===== config.mk =====
export PLATFORM = sky130hd
export DESIGN_NAME = gclk_sample_rx
export DESIGN_NICKNAME = d
export VERILOG_FILES = /design/src/rtl/gclk_rx_pkg.sv /design/src/rtl/gclk_rx_sync.sv /design/src/rtl/gclk_rx_edge.sv /design/src/rtl/gclk_rx_assemble.sv /design/src/rtl/gclk_sample_rx.sv
export SDC_FILE = /design/constraint.sdc
export NUM_CORES = 1
export LEC_CHECK = 0
export BUFFER_PORTS_ARGS = -buffer_cell sky130_fd_sc_hd__buf_2
export CORE_MARGIN = 2
export CORE_UTILIZATION = 40
export CTS_CLUSTER_SIZE = 30
export DETAILED_ROUTE_END_ITERATION = 10
export HOLD_SLACK_MARGIN = 0.05
export PLACE_DENSITY = 0.66
export SLEW_MARGIN = 15
export SYNTH_ARGS = -nofsm -noshare
export SYNTH_HDL_FRONTEND = slang
export SYNTH_SLANG_ARGS = --single-unit
export TNS_END_PERCENT = 100

===== constraint.sdc =====
create_clock -name clk_i -period 2.4 [get_ports clk_i]
set_input_delay 0.36 -clock clk_i [delete_from_list [all_inputs] [get_ports clk_i]]
set_output_delay 0.36 -clock clk_i [all_outputs]
set_load 0.01 [all_outputs]

===== src/rtl/gclk_rx_pkg.sv =====
package gclk_rx_pkg;
  localparam int unsigned DEF_BYTE_W     = 8;
  localparam int unsigned DEF_WORD_W     = 24;
  localparam int unsigned DEF_SYNC_DEPTH = 2;
  localparam int unsigned DEF_IDLE_LIMIT = 16;
endpackage


===== src/rtl/gclk_rx_sync.sv =====
module gclk_rx_sync #(
  parameter int unsigned WIDTH = 1,
  parameter int unsigned DEPTH = 2
) (
  input  logic             clk_i,
  input  logic             rst_ni,
  input  logic [WIDTH-1:0] d_i,
  output logic [WIDTH-1:0] q_o
);
  logic [WIDTH-1:0] stage_q [DEPTH];

  for (genvar s = 0; s < DEPTH; s++) begin : g_stage
    if (s == 0) begin : g_first
      always_ff @(posedge clk_i or negedge rst_ni)
        if (!rst_ni) stage_q[s] <= '0;
        else         stage_q[s] <= d_i;
    end else begin : g_next
      always_ff @(posedge clk_i or negedge rst_ni)
        if (!rst_ni) stage_q[s] <= '0;
        else         stage_q[s] <= stage_q[s-1];
    end
  end

  assign q_o = stage_q[DEPTH-1];
endmodule


===== src/rtl/gclk_rx_edge.sv =====
module gclk_rx_edge (
  input  logic clk_i,
  input  logic rst_ni,
  input  logic lvl_i,
  output logic rise_o
);
  logic prev_q;

  always_ff @(posedge clk_i or negedge rst_ni)
    if (!rst_ni) prev_q <= 1'b0;
    else         prev_q <= lvl_i;

  assign rise_o = lvl_i & ~prev_q;
endmodule


===== src/rtl/gclk_rx_assemble.sv =====
module gclk_rx_assemble #(
  parameter int unsigned BYTE_W     = gclk_rx_pkg::DEF_BYTE_W,
  parameter int unsigned WORD_W     = gclk_rx_pkg::DEF_WORD_W,
  parameter int unsigned IDLE_LIMIT = gclk_rx_pkg::DEF_IDLE_LIMIT,
  localparam int unsigned BYTES     = 2 * (WORD_W / BYTE_W),
  localparam int unsigned SH_W      = 2 * WORD_W,
  localparam int unsigned CNT_W     = $clog2(BYTES),
  localparam int unsigned IDLE_W    = $clog2(IDLE_LIMIT + 1)
) (
  input  logic              clk_i,
  input  logic              rst_ni,
  input  logic              cap_i,
  input  logic [BYTE_W-1:0] byte_i,
  output logic [WORD_W-1:0] i_word_o,
  output logic [WORD_W-1:0] q_word_o,
  output logic              valid_o,
  output logic [CNT_W-1:0]  byte_cnt_o,
  output logic [IDLE_W-1:0] idle_cnt_o
);
  logic [SH_W-1:0]   shreg_q, shift_nx;
  logic [CNT_W-1:0]  cnt_q;
  logic [IDLE_W-1:0] idle_q;

  assign shift_nx = {shreg_q[SH_W-BYTE_W-1:0], byte_i};

  always_ff @(posedge clk_i or negedge rst_ni) begin
    if (!rst_ni) begin
      shreg_q  <= '0;
      cnt_q    <= '0;
      idle_q   <= '0;
      i_word_o <= '0;
      q_word_o <= '0;
      valid_o  <= 1'b0;
    end else begin
      valid_o <= 1'b0;
      if (cap_i) begin
        shreg_q <= shift_nx;
        idle_q  <= '0;
        if (cnt_q == CNT_W'(BYTES - 1)) begin
          cnt_q    <= '0;
          i_word_o <= shift_nx[SH_W-1:WORD_W];
          q_word_o <= shift_nx[WORD_W-1:0];
          valid_o  <= 1'b1;
        end else begin
          cnt_q <= cnt_q + 1'b1;
        end
      end else if (cnt_q != '0) begin
        // sender stalled mid-sample: drop the partial bytes
        if (idle_q == IDLE_W'(IDLE_LIMIT - 1)) begin
          cnt_q  <= '0;
          idle_q <= '0;
        end else begin
          idle_q <= idle_q + 1'b1;
        end
      end
    end
  end

  assign byte_cnt_o = cnt_q;
  assign idle_cnt_o = idle_q;
endmodule


===== src/rtl/gclk_sample_rx.sv =====
module gclk_sample_rx #(
  parameter int unsigned BYTE_W     = gclk_rx_pkg::DEF_BYTE_W,
  parameter int unsigned WORD_W     = gclk_rx_pkg::DEF_WORD_W,
  parameter int unsigned SYNC_DEPTH = gclk_rx_pkg::DEF_SYNC_DEPTH,
  parameter int unsigned IDLE_LIMIT = gclk_rx_pkg::DEF_IDLE_LIMIT,
  localparam int unsigned BYTES     = 2 * (WORD_W / BYTE_W),
  localparam int unsigned CNT_W     = $clog2(BYTES),
  localparam int unsigned IDLE_W    = $clog2(IDLE_LIMIT + 1)
) (
  input  logic              clk_i,
  input  logic              rst_ni,
  input  logic              fclk_i,
  input  logic [BYTE_W-1:0] fdata_i,
  output logic [WORD_W-1:0] i_word_o,
  output logic [WORD_W-1:0] q_word_o,
  output logic              valid_o
);
  logic              fclk_s;
  logic [BYTE_W-1:0] fdata_s;
  logic              cap_edge;
  logic [CNT_W-1:0]  byte_cnt;
  logic [IDLE_W-1:0] idle_cnt;

  gclk_rx_sync #(.WIDTH(1), .DEPTH(SYNC_DEPTH)) u_sync_clk (
    .clk_i, .rst_ni, .d_i(fclk_i), .q_o(fclk_s)
  );

  // equal depth keeps the byte aligned with the detected edge
  gclk_rx_sync #(.WIDTH(BYTE_W), .DEPTH(SYNC_DEPTH)) u_sync_data (
    .clk_i, .rst_ni, .d_i(fdata_i), .q_o(fdata_s)
  );

  gclk_rx_edge u_edge (
    .clk_i, .rst_ni, .lvl_i(fclk_s), .rise_o(cap_edge)
  );

  gclk_rx_assemble #(
    .BYTE_W(BYTE_W), .WORD_W(WORD_W), .IDLE_LIMIT(IDLE_LIMIT)
  ) u_asm (
    .clk_i, .rst_ni,
    .cap_i(cap_edge), .byte_i(fdata_s),
    .i_word_o, .q_word_o, .valid_o,
    .byte_cnt_o(byte_cnt), .idle_cnt_o(idle_cnt)
  );
endmodule


[After elaboration in Yosys (flattened, before gate mapping)]
Index checks and enable logic that the tools add are counted.
Word-level totals
  register bits: 116
  bits of input ports: 11
  output and inout port bits: 49
  logic and storage cells: 31
Operators by class
  add/subtract/negate cells: 2
  equal/unequal tests: 2
  mux-type cells: 9
  bitwise gates (word level): 2
  reductions and logical operators: 5
Operators with widths (count)
  $mux 5: 3
  $mux 3: 4
  $add 5x1->5 const B: 1
  $eq 5x4->1 const B: 1
  $reduce_and 2->1: 2
  $reduce_bool 2->1: 2
  $add 3x1->3 const B: 1
  $eq 3x3->1 const B: 1
  $reduce_bool 3->1: 1
  $mux 1: 2
  $and 1x1->1: 1
  $not 1->1: 1

[Depth between registers and ports, before layout]
Gate-level depths: netlist of the first run.
  depth in word-level cells: 4
  mapped depth: 5
  gate-level depth less buffers: 4

[Modules after synthesis]
From an unflattened synthesis of the first run, not the netlist that was laid out.
Unflattened totals
  cell total of the unflattened synthesis: 255
  area, all modules: 4232.8 um^2
Modules (own cells, without submodules)
  gclk_rx_assemble: instances 1, cells each 227, area each 3683.5 um^2, sequential area each 2427.3 um^2
  gclk_rx_sync at u_sync_data: instances 1, cells each 24, area each 460.4 um^2, sequential area each 400.4 um^2
  gclk_rx_sync at u_sync_clk: instances 1, cells each 2, area each 50.0 um^2, sequential area each 50.0 um^2
  gclk_rx_edge: instances 1, cells each 2, area each 38.8 um^2, sequential area each 25.0 um^2

[Worst setup path after synthesis of the first run]
No wires, ideal clock.
  path type: reg2reg
  start: reg u_asm.cnt_q[1] (netlist: u_asm.byte_cnt_o[1])
  end: reg u_asm.q_word_o[10]
  library setup time: 127 ps
  data arrival time: 1406 ps
  setup slack: 867 ps
  stages on the path, launching flop included: 5
  path buffers: 2
  period minus slack after synthesis: 1533 ps
  cells stage by stage: dfrtp_1 -> nor4_4 -> buf_4 -> buf_6 -> mux2_1
Between the ends
  cells in the longest elaborated chain, start to end: 2
Ends and longest elaborated chain
  from (decl): line gclk_rx_assemble.sv:21  | logic [CNT_W-1:0] cnt_q;
  from (signal assigned): line gclk_rx_assemble.sv:45  | cnt_q <= cnt_q + 1'b1;
  $eq 3x3->1: line gclk_rx_assemble.sv:39  | if (cnt_q == CNT_W'(BYTES - 1)) begin
  $reduce_and 2->1 (no source line)
  to (signal assigned): line gclk_rx_assemble.sv:42  | q_word_o <= shift_nx[WORD_W-1:0];
  to (decl): line gclk_rx_assemble.sv:15  | output logic [WORD_W-1:0] q_word_o,
Every way passes these cells.
A chain may end at the register's enable or synchronous reset.

[Final worst setup path of the first run]
  start: reg u_edge.prev_q
  end: reg u_asm.i_word_o[15]
Between the ends
  cells in the longest elaborated chain, start to end: 3
Ends and longest elaborated chain
  from (decl): line gclk_rx_edge.sv:7  | logic prev_q;
  from (signal assigned): line gclk_rx_edge.sv:11  | else prev_q <= lvl_i;
  $not 1->1: line gclk_rx_edge.sv:13  | assign rise_o = lvl_i & ~prev_q;
  $and 1x1->1: line gclk_rx_edge.sv:13
  $reduce_and 2->1 (no source line)
  to (signal assigned): line gclk_rx_assemble.sv:41  | i_word_o <= shift_nx[SH_W-1:WORD_W];
  to (decl): line gclk_rx_assemble.sv:14  | output logic [WORD_W-1:0] i_word_o,
Every way passes these cells.

==> results.yml, run 1 <==
sta:
  finalMaxSlewViolations: 0
  hold_viol_final: 0
  fin_crit_sh_pct: 71.3
  hold_ws_ns: 0.346
  grt_setup_unrepaired: "false"
  slew_headroom_pct: 57.6
  setup-tns-final_ns: 0
  setup_ws_ns: 0.689
  worst_pin_slew_ns: 0.635
  fin_crit_ns: 1.71
  finClkSkew_ns: 0.0128
  fmax_mhz: 584
  finalSetupViolCount: 0
critical_path:
  worstPathRequired_ns: 2.78
  cpPeakStageDelay_ns: 0.41
  worstRegToRegCells: 4
  path_class: "register to register"
  cp_slowest_cell: "dfrtp_1"
  critPathArrivalTime_ns: 2.09
  rr_endpoint: "u_asm.i_word_o[15]"
  end_kind: "register"
  r2r-start: "u_edge.prev_q"
  crit_path_start: "u_edge.prev_q"
  critPathLaunchType: "register"
  r2r_setup_slack_ns: 0.69
  cp_cell_sequence: "nand2b_2, nor4_4, buf_4, mux2_2"
  path_depth: 4
  critPathMaxFanout: 28
  crit_buf_inv: 1
  crit_family: "flip-flops"
  crit_end: "u_asm.i_word_o[15]"
clock_tree:
  clk_path_buf_depth: 2
  cts_htree_levels: 4
  insertion_delay_ns: 0.51
  root_buffer: "clkbuf_8"
  cts-buffers-inserted: 17
  cts_sinks: 116
  cts-resized-gates: 0
  cts_tree: "done"
  clkTransAtPathRegs_ns: 0.06
final_layout:
  diodes: 0
  layout_common_cells: "nand2_1, dfrtp_1, buf_2"
  multi_input_area_um2: 1200
  fillers: 874
  fin_util_pct: 52.5
  area_delta_synth_final_pct: 28.7
  regArea_um2: 2900
  stdcell_area_um2: 5380
  final_common_cell: "nand2_1"
  layout-drive-gt1-share_pct: 32.4
  nNetsFinal: 423
floorplanning:
  start_util_pct: 40.8
  dieArea_um2: 11300
  dieWidth_um: 106
  io_pins: 60
  num_rows: 37
  coreArea_um2: 10200
  die_height_um: 106
outcome:
  status: "completed"
yosys:
  yosys_most_used_dff: "dfrtp_1"
  ys_seq_area_share_pct: 69.5
  synth_edf_count: 0
  synth_top_area_share_pct: 69.5
  synth_area_leaders: "dfrtp_1, nand2_1, mux2_2"
  yosys.area.top_type: "dfrtp_1"
  synth.avg_cell_area_um2: 12.6
  synthArstFlopShare_pct: 100
  synthDistinctLibCells: 27
  netlist_instances: 331
  synth_seq_cells: 116
  ys_warn_count: 0
  syn_nets: 343
  synth_area_um2: 4180
global_route:
  grt_use_total_pct: 14.8
  grt_pass1_wl_mm: 12.9
  grt_pass1_vias: 2654
  gr-total-overflow: 0
  antenna_found_initial: 0
  grt_max_degree: 49
routing:
  via_per_inst: 4.62
  vias: 2581
  ant_nets: 0
  wl_mm: 7.56
  drt_drc_violations_left: 0
  detail_route.wl_per_cell_um: 13.5
  drtIter0Drc: 68
  first_pass_iters: 6
power_and_ir_drop:
  p_per_area_nw_per_um2: 1210
  irDropWorstVdd_mv: 0.636
  power.leakage_nw: 2.85
placed_design:
  portBuffers: 59
  dp_hpwl_mm: 4.54
  dpl_cell_area_um2: 4650
  dp_slack_ns: 0.701
  gp_congestion: 0.701
run:
  drv_cap: 0
min_path:
  hp-class: "register to register"
  hold_start: "u_sync_data.stage_q[9]"
==> metrics by stage <==
stage / total power, W / std cells
3_3_place_gp: 0.00385 / 518
6_report: 0.00653 / 559
2_1_floorplan: 0.00337 / 331
5_1_grt: 0.00687 / 559
4_1_cts: 0.00660 / 559
3_5_place_dp: 0.00390 / 518
==> worst register-to-register path, cell delays in order (launching register included) <==
cell and delay (ns):
dfrtp_1 0.41, nand2b_2 0.22, nor4_4 0.16, buf_4 0.41, mux2_2 0.39
==> power breakdown <==
part	switching [W]	internal, W	total [W]
Combinational	0.000544	0.000555	0.00110
Sequential	0.000311	0.00245	0.00276
Clock	0.000836	0.00184	0.00267
Total	0.00169	0.00484	0.00653
==> flip-flops by register name (all words and copies together), names as in the netlist, 3 cells and up <==
name	cells
u_asm.shreg_q	40
u_asm.i_word_o	24
u_asm.q_word_o	24
u_sync_data.q_o	8
u_sync_data.stage_q	8
u_asm.idle_cnt_o	5
u_asm.byte_cnt_o	3
==> area by class of cell <==
class | count | share of cell area, %
Multi-Input combinational cell | 198 | 22.4
Tap cell | 136 | 3.17
Inverter | 2 | 0.140
Sequential cell | 116 | 54.0
Timing Repair Buffer | 76 | 8.61
Clock buffer | 22 | 8.43
Clock inverter | 9 | 3.28
==> how the worst min path moves through the flow <==
stage                          endpoint  cells after the start
floorplan           u_asm.byte_cnt_o[0]                      0
global placement     u_sync_data.q_o[3]                      0
detailed placement   u_sync_data.q_o[0]                      0
CTS                  u_sync_data.q_o[1]                      0
global route         u_sync_data.q_o[5]                      0
finish               u_sync_data.q_o[1]                      0
==> cell families after synthesis <==
| kind of cell | after synthesis | synth area share (%) |
|---|---|---|
| AO/OA/AOI/OAI | 11 | 1.77 |
| buffers and inverters | 17 | 1.92 |
| multiplexers | 48 | 12.9 |
| XOR/XNOR | 1 | 0.210 |
| AND/OR/NAND/NOR | 137 | 13.3 |
| adder cells (fa/ha/maj) | 1 | 0.300 |
| flip-flops | 116 | 69.5 |
==> Yosys cell counts, types with 2 or more instances <==
library cell    n
buf_1           4
buf_2           4
clkbuf_1        5
dfrtp_1       116
mux2_1          9
mux2_2         39
nand2_1       123
nand2b_1        2
nand3_1         5
nor2_1          2
o211ai_1        3
o21ai_0         4
==> metal layers <==
metal | track usage [%] | up-vias | part of all wire (%)
met3 | 5.89 | 6 | 4.9
met4 | 5.36 | 0 | 0.81
met1 | 20.3 | 1276 | 49
met5 | 0 | - | 0
met2 | 21.3 | 59 | 45
li1 | - | 1240 | -
==> repair_timing <==
item,4_1_cts,5_1_grt
setup buffers,0,0
hold endpoints to repair,54,0
hold buffers,10,0
(Power assumes the default switching activity.)
==> inputs of run 2 (changes only) <==
Clock period 2.4 ns to 1.7 ns, I/O delays scaled along.
==> results.yml, run 2 (synthesis gave the netlist of run 1 again) <==
global_route:
  grt_max_degree: 48
  grt_pass1_vias: 2747
  grt_pass1_wl_mm: 13.0
  gr-total-overflow: 0
  antenna_found_initial: 0
  grt_use_total_pct: 14.9
final_layout:
  area_delta_synth_final_pct: 30.9
  nNetsFinal: 424
  regMostFlops: "u_asm.shreg_q"
  fin_cells: 561
  largest_reg_flops: 40
  layout-drive-gt1-share_pct: 33.6
  final_common_cell: "nand2_1"
  diodes: 0
  fillers: 860
  reg.largest.list: "u_asm.shreg_q (40), u_asm.i_word_o (24), u_asm.q_word_o (24)"
  layout_common_cells: "nand2_1, dfrtp_1, buf_2"
sta:
  finalSetupViolCount: 0
  fmax_mhz: 630
  finClkSkew_ns: 0.00768
  finalMaxSlewViolations: 0
  slew_headroom_pct: 70.6
  grt_setup_unrepaired: "false"
  setup-tns-final_ns: 0
  fin_crit_ns: 1.59
  worst_pin_slew_ns: 0.437
  hold_viol_final: 0
  fin_crit_sh_pct: 93.4
placed_design:
  dp_cells: 519
  dp_hpwl_mm: 4.52
  portBuffers: 59
  gp_congestion: 0.783
routing:
  wl_mm: 7.53
  ant_nets: 0
  detail_route.wl_per_cell_um: 13.4
  vias: 2599
  drt_drc_violations_left: 0
  drtIter0Drc: 144
  first_pass_iters: 4
  via_per_inst: 4.63
clock_tree:
  root_buffer: "clkbuf_8"
  cts_htree_levels: 4
  clk_path_buf_depth: 2
  clkTransAtPathRegs_ns: 0.06
  cts_sinks: 116
  cts_tree: "done"
  cts-buffers-inserted: 17
  insertion_delay_ns: 0.50
floorplanning:
  start_util_pct: 40.8
  coreArea_um2: 10200
  die_height_um: 106
  dieWidth_um: 106
  io_pins: 60
  num_rows: 37
  dieArea_um2: 11300
critical_path:
  critPathArrivalTime_ns: 1.97
  path_class: "register to register"
  critPathLaunchType: "register"
  worstPathRequired_ns: 2.08
  end_kind: "register"
  critPathMaxFanout: 34
power_and_ir_drop:
  power.leakage_nw: 2.89
  p_per_area_nw_per_um2: 1720
  irDropWorstVdd_mv: 0.963
run:
  drv_cap: 0
min_path:
  hp-class: "primary input to asynchronous set/reset pin"
outcome:
  status: "completed"
==> run 2: metrics by stage <==
step                      total power (W)  utilization [%]  setup slack, ns  area, µm²  hold WS (ns)
after floorplan                   0.00476                -            0.167       4180       -0.0406
after global placement            0.00546             45.8           0.0896       4690         0.242
after detailed placement          0.00553             45.8           0.0467       4690         0.244
after CTS                         0.00952             53.3           0.0248       5450         0.260
after global routing              0.00988             53.4           0.0255       5470         0.281
final                             0.00940             53.4            0.112       5470         0.249
==> run 2: timing repair <==
item,CTS,global route
hold buffers,10,0
resized for setup,0,4
endpoints found under the hold margin,39,0
buffers inserted,0,0
endpoints found under the setup margin,0,19
==> run 2: area by class of cell <==
cell class                      instances  area [µm²]  area share (%)
Inverter                                2        7.51           0.137
Sequential cell                       116        2900            53.1
Timing Repair Buffer                   77         515            9.43
Clock inverter                         14         233            4.26
Clock buffer                           18         428            7.83
Multi-Input combinational cell        198        1210            22.1
Tap cell                              136         170            3.11
==> run 2: routing by layer <==
metal  up-vias  GRT usage, %  routed length (µm)
met5         -             0                   0
met4         0          5.55                  68
met3         4          5.70                 378
met2        61          23.4                3620
met1      1285          18.8                3460
li1       1249             -                   -
==> run 2: path summary, 6_finish.rpt <==
| path | start | end | slack (ns) | cells past startpoint |
|---|---|---|---|---|
| max | u_asm.byte_cnt_o[1] | u_asm.i_word_o[13] | 0.11 | 3 |
| min | rst_ni | u_asm.shreg_q[32] | 0.25 | 2 |
| max reg2reg | u_asm.byte_cnt_o[1] | u_asm.i_word_o[13] | 0.11 | 3 |
| min reg2reg | u_sync_data.stage_q[9] | u_sync_data.q_o[1] | 0.35 | 0 |
| max in group asynchronous | rst_ni | u_asm.q_word_o[20] | 0.86 | 3 |
| min in group clk_i | u_sync_data.stage_q[9] | u_sync_data.q_o[1] | 0.35 | 0 |
==> run 2: worst max-delay path: stages, from the launching register on <==
cell,delay (ns)
dfrtp_2,0.45
nor4_4,0.38
buf_12,0.26
mux2_2,0.36
==> run 2: where the power goes <==
| group | internal (W) | total [W] | switching (W) | leakage (nW) |
|---|---|---|---|---|
| registers | 0.00346 | 0.00389 | 0.000439 | 1.50 |
| logic | 0.000811 | 0.00159 | 0.000775 | 1.06 |
| clock network | 0.00271 | 0.00392 | 0.00121 | 0.321 |
| total | 0.00697 | 0.00940 | 0.00242 | 2.89 |
